### src/rtl/rx_irq_csr.sv
module rx_irq_csr #(
  parameter int LANES  = 8,
  parameter int ADDR_W = 8,
  parameter int DW     = 32
) (
  input  logic               clk,
  input  logic               rst_n,
  input  logic [ADDR_W-1:0]  addr,
  input  logic               wr_en,
  input  logic [14:0]        wr_data,
  output logic [DW-1:0]      rd_data,
  input  logic               fifo_full,
  input  logic               fifo_empty,
  input  logic [12:0]        err_evt,
  input  logic [LANES*8-1:0] lane_stat,
  input  logic [1:0]         clk_lane_stat,
  output logic               irq
);
  localparam logic [ADDR_W-1:0] ST_OFS  = '0;
  localparam logic [ADDR_W-1:0] EN_OFS  = ADDR_W'(4);
  localparam logic [ADDR_W-1:0] CLK_OFS = ADDR_W'(8 + 4 * LANES);
  localparam logic [7:0] LANE_MASK = 8'h6F;

  logic [12:0] sticky_q;
  logic [14:0] en_q;
  logic [14:0] status;
  logic        st_wr;
  logic [12:0] clr;

  assign st_wr  = wr_en && (addr == ST_OFS);
  assign clr    = st_wr ? wr_data[14:2] : '0;
  assign status = {sticky_q, fifo_empty, fifo_full};

  always_ff @(posedge clk or negedge rst_n)
    if (!rst_n) begin
      sticky_q <= '0;
      en_q     <= '0;
      irq      <= 1'b0;
    end else begin
      sticky_q <= (sticky_q & ~clr) | err_evt;
      if (wr_en && addr == EN_OFS) en_q <= wr_data;
      irq <= |(status & en_q);
    end

  always_comb begin
    rd_data = '0;
    if (addr == ST_OFS)       rd_data[14:0] = status;
    else if (addr == EN_OFS)  rd_data[14:0] = en_q;
    else if (addr == CLK_OFS) rd_data[1:0]  = clk_lane_stat;
    else
      for (int i = 0; i < LANES; i++)
        if (addr == ADDR_W'(8 + 4 * i)) rd_data[7:0] = lane_stat[i*8 +: 8] & LANE_MASK;
  end


  evt_sets_chk: assert property (@(posedge clk) disable iff (!rst_n)
    (err_evt != 0) |=> ((sticky_q & $past(err_evt)) == $past(err_evt)));


  w1c_clears_chk: assert property (@(posedge clk) disable iff (!rst_n)
    (wr_en && addr == ST_OFS && err_evt == 0) |=> ((sticky_q & $past(wr_data[14:2])) == 0));


  sticky_hold_chk: assert property (@(posedge clk) disable iff (!rst_n)
    (!wr_en && err_evt == 0) |=> $stable(sticky_q));


  irq_masked_chk: assert property (@(posedge clk) disable iff (!rst_n)
    (en_q == 0) |=> !irq);


  irq_follow_chk: assert property (@(posedge clk) disable iff (!rst_n)
    ((status & en_q) != 0) |=> irq);
endmodule

### config.mk
export PLATFORM = sky130hd
export DESIGN_NAME = rx_irq_csr
export DESIGN_NICKNAME = d
export VERILOG_FILES = /design/src/rtl/rx_irq_csr.sv
export SDC_FILE = /design/constraint.sdc
export NUM_CORES = 1
export LEC_CHECK = 0
export BUFFER_PORTS_ARGS = -buffer_cell sky130_fd_sc_hd__buf_2
export CORE_AREA = 5 5 82 84
export CTS_CLUSTER_DIAMETER = 50
export DETAILED_ROUTE_END_ITERATION = 8
export DIE_AREA = 0 0 87 89
export GPL_TIMING_DRIVEN = 0
export HOLD_SLACK_MARGIN = 0.12
export PLACE_DENSITY = 0.74
export SLEW_MARGIN = 10
export SYNTH_ARGS = -nofsm -noshare
export SYNTH_HDL_FRONTEND = slang
export SYNTH_SLANG_ARGS = --single-unit
### constraint.sdc
create_clock -name clk -period 2.9 [get_ports clk]
set_clock_uncertainty 0.1 [all_clocks]
set_input_delay 0.435 -clock clk [delete_from_list [all_inputs] [get_ports clk]]
set_output_delay 0.435 -clock clk [all_outputs]
set_load 0.01 [all_outputs]
## Word level (Yosys, flattened, before mapping)

Cells that the tools add are included.

- Register bits: 29
- Output and inout port bits: 33
- Logic and storage cells: 35

- Equality and inequality tests: 10
- Muxes and demuxes: 14
- Bitwise gates (word level): 4
- Reductions and logical operators: 4

Operators with widths:

| kind | number |
|---|---|
| 8-bit two-way mux | 8 |
| 8-bit by 5-bit == test with 1-bit output, second input constant | 4 |
| 8-bit by 6-bit == test with 1-bit output, second input constant | 3 |
| 8-bit by 4-bit == test with 1-bit output, second input constant | 2 |
| 15-bit AND | 1 |
| 15-bit two-way mux | 1 |
| 15-bit OR reduction | 1 |
| 7-bit two-way mux | 2 |
| 13-bit AND | 1 |
| 13-bit two-way mux | 1 |
| 13-bit inverter | 1 |
| 13-bit OR | 1 |
| 8-bit by 3-bit == test with 1-bit output, second input constant | 1 |
| 8-bit zero test | 1 |
| 6-bit two-way mux | 1 |
| 1-bit logical AND | 2 |
| 2-bit two-way mux | 1 |

## Logic depth before layout (Yosys ltp)

- Depth after elaboration: 12
- Gate-level depth with buffers: 7
- Mapped depth without buffers: 4

## Worst setup path before layout

OpenSTA, ideal clock, no wires.

- Path type: input port to output port
- Start point: input addr[5]
- End point: output rd_data[6]
- Arrival: 1.957 ns
- Required time: 2.365 ns
- Path slack: 0.408 ns
- Cell stages on the path: 6
- Path buffers: 2
- Cells stage by stage: buf_6 or4b_1 buf_2 or3_1 a221oi_2 o32ai_1

- Cells in the longest elaborated chain, start to end: 12
- Elaborated cells on any way between the ends: 22

RTL lines:

| item | line | text |
|---|---|---|
| start: declaration | 8 | `input logic [ADDR_W-1:0] addr,` |
| 8-bit by 4-bit == test with 1-bit output | 52 | `if (addr == ADDR_W'(8 + 4 * i)) rd_data[7:0] = lane_stat[i*8 +: 8] & LANE_MASK;` |
| 7-bit two-way mux | 52 |  |
| 8-bit two-way mux (7 in series) | 52 |  |
| 6-bit two-way mux | 49 | `else if (addr == CLK_OFS) rd_data[1:0] = clk_lane_stat;` |
| 8-bit two-way mux | 48 | `else if (addr == EN_OFS) rd_data[14:0] = en_q;` |
| 15-bit two-way mux * | 47 | `if (addr == ST_OFS) rd_data[14:0] = status;` |
| end: declaration | 11 | `output logic [DW-1:0] rd_data,` |

Every way passes the cells marked *; elsewhere a longest branch is shown, timed or not.

## Worst setup path in the final report

- Start point: input addr[3]
- End point: output rd_data[6]

Same word-level chain as after synthesis.

==> impl_metrics.yaml <==
drt:
  ant_nets: 0
  drt_iter0_drc: 93
  wl_um: 7441
  vias: 2388
  drc: 0
  viasPerCell: 5.391
  firstDrtPassIters: 4
  routedWlPerCell_um: 16.80
timing:
  setup_viol: 0
  rsz0062_at_grt: "false"
  tightest_slew_ns: 0.6424
  final-hold-violation-count: 0
  setup_tns_ns: 0
  fin_crit_sh: 0.9774
  timing.final.crit_period_ns: 2.834
  fmax_mhz: 352.8
  slew_viol_final: 0
  relSlewSlack: 0.5717
placed_design:
  portBuffers: 105
  gp_congestion: 0.8587
  dp.cells: 435
  dp_hpwl_um: 5953
power_and_ir_drop:
  clkPwrFrac: 0.359
  internal_power_uw: 754.1
  power_density_mw_per_mm2: 334.0
  p_sw_frac: 0.2741
  power_frac_comb: 0.226
  p_total_mw: 1.039
  p_switching_uw: 284.7
  pwr-share-seq: 0.414
  vdd_ir_drop_max_mv: 0.3141
  p_leak_nw: 1.507
clock_tree:
  path_clk_slew_ns: 0.06
  cts_tree: "done"
  cts_setup_buffers: 0
  numCtsBuffers: 5
  ctsLongestPathBuffers: 2
  cts_root_buf: "clkbuf_8"
  clk_latency_ns: 0.29
  htreeDepth: 2
  cts_sinks: 29
logic_synthesis:
  yosysUniqueCellTypes: 54
  yosysWarnings: 0
  ys_async_sr_fraction: 1.000
  ys_seq_area_frac: 0.3152
  synth_seq_cells: 29
  yosysMostFrequentCell: "dfrtp_1"
  yosysTopAreaCell: "dfrtp_1"
  syn_area_mm2: 0.002302
  synth_common_cells: "29 x dfrtp_1, 17 x a21o_1, 17 x buf_4"
  synth_enable_flop_cells: 0
  synth_area_leaders: "dfrtp_1 32%, mux2_4 6.5%, a21o_1 5.5%"
  syn-instance-count: 239
  syn_area_per_cell_um2: 9.633
  netlist.area_leader.share: 0.3152
  synthFlopType: "dfrtp_1"
worst_setup_path:
  critPathSlowestCell: "or4bb_1"
  cp_cell_sequence: "buf_2 > clkbuf_2 > or4bb_1 > a2111oi_1 > a2111oi_0 > o32ai_1 > buf_2"
  setup.worst_path.end_class: "primary output"
  required_ns: 2.37
  rrSetupSlack_ns: 1.62
  start_kind: "input pin"
  slowest_delay_ns: 0.52
  cp_common_cell: "buf_2"
  path_class: "input pin to primary output"
  cp_max_fo: 10
  worstPathArrival_ns: 2.30
layout:
  area_growth_pct: 35.11
  layout-drive-gt1-share: 0.4674
  nNetsFinal: 474
  layoutNonFillerInstCount: 443
  antennaDiodeCount: 0
global_route:
  antenna_found_initial: 0
  grtUsageTotal: 0.1897
  grt_max_degree: 30
  grt_pass1_vias: 2397
  grt_overflow: 0
  grt_pass1_wl_um: 11580
floorplan:
  start_util: 0.3935
  core_area_mm2: 0.005851
  die_h_um: 89
  die_w_um: 87
  rows: 28
  io_pins: 140
  die-area_mm2: 0.007743
hold_path:
  min_path_type: "input pin to register"
run:
  drv_cap: 0
status:
  status: "completed"
final cells by class:
cell class	instances	area, um^2
Fill cell	579	2740
Multi-Input combinational cell	189	1424
Sequential cell	29	725.7
Timing Repair Buffer	106	535.5
Buffer	32	215.2
Clock buffer	7	96.34
Tap cell	75	93.84
Inverter	4	15.01
Clock inverter	1	5.005
cells in the final DEF (no fill, tap or decap), types with 2 or more instances in the layout:
cell / count
nand2_1: 16
a22oi_1: 6
a211oi_1: 2
dfrtp_1: 29
conb_1: 17
and3_1: 3
nor2_1: 4
nor2b_1: 2
a21oi_1: 12
nand4b_1: 3
and4_1: 2
a2111oi_0: 3
o32ai_1: 3
or3_1: 7
nand3_1: 3
buf_4: 17
a21o_1: 17
clkbuf_8: 7
clkbuf_1: 3
clkbuf_4: 2
a221oi_1: 3
mux2_2: 6
or4bb_1: 3
nor3_1: 3
or2_2: 7
mux2_4: 10
inv_1: 4
a2111oi_1: 3
mux2i_1: 9
nand2b_1: 4
a22o_1: 10
buf_6: 2
o2bb2ai_1: 2
nor3b_1: 4
nor4_1: 3
buf_2: 111
layer usage:
layer / vias to the layer above / part of all wire / global-route usage
met5: - / 0 / 0
met4: 0 / 0.013 / 0.05241
met3: 9 / 0.11 / 0.04147
met2: 131 / 0.46 / 0.3285
met1: 1105 / 0.41 / 0.2385
li1: 1143 / - / -
critical path, delay by kind of cell:
| kind | cells | cell delay [ns] |
|---|---|---|
| AND/OR/NAND/NOR | 1 | 0.52 |
| AO/OA/AOI/OAI | 3 | 0.88 |
| buffers and inverters | 3 | 0.47 |
cell families (layout without fill, tap and decap cells):
family,Yosys count,after routing,synth area share
simple gates,74,74,0.2022
other cells,1,17,0.001629
flops,29,29,0.3152
buf+inv,37,150,0.09891
mux,26,26,0.1435
compound gates,72,72,0.2386
flip-flops by register name (all words and copies together) (netlist names):
register	flops
irq	1
en_q	15
sticky_q	13
power groups by stage:
stage / clock [mW] / sequential (mW) / combinational, mW
after global routing: 0.402 / 0.433 / 0.259
after global placement: 0 / 0.438 / 0.228
after CTS: 0.378 / 0.430 / 0.233
after floorplan: 0 / 0.437 / 0.122
after detailed placement: 0 / 0.437 / 0.231
final: 0.373 / 0.430 / 0.235
path summary, 6_finish.rpt:
kind                        startpoint     endpoint  depth (start not counted)
max                            addr[3]   rd_data[6]                          7
min                         err_evt[6]  sticky_q[6]                          2
max reg2reg                sticky_q[1]          irq                          3
min reg2reg                sticky_q[7]  sticky_q[7]                          1
max in group asynchronous        rst_n     en_q[14]                          2
min in group asynchronous        rst_n  sticky_q[2]                          2
repair_timing:
action	4_1_cts	5_1_grt
endpoints found under the setup margin	3	13
resized for setup	3	5
pin swaps	0	1
hold endpoints to repair	29	0
hold buffers	1	0
through the flow:
stage                     cell area, um^2  worst slack, ns    util  hold WS (ns)
after CTS                            3098          0.03270  0.5295        0.2193
after global placement               2982          -0.1115  0.5096        0.3867
after floorplan                      2362           0.4075       -       0.03941
after detailed placement             2982          -0.1132  0.5096        0.3967
after global routing                 3110          0.01983  0.5317        0.2234
final                                3110          0.06562  0.5317        0.2238
Note: power is estimated with default switching activity, not from simulation.
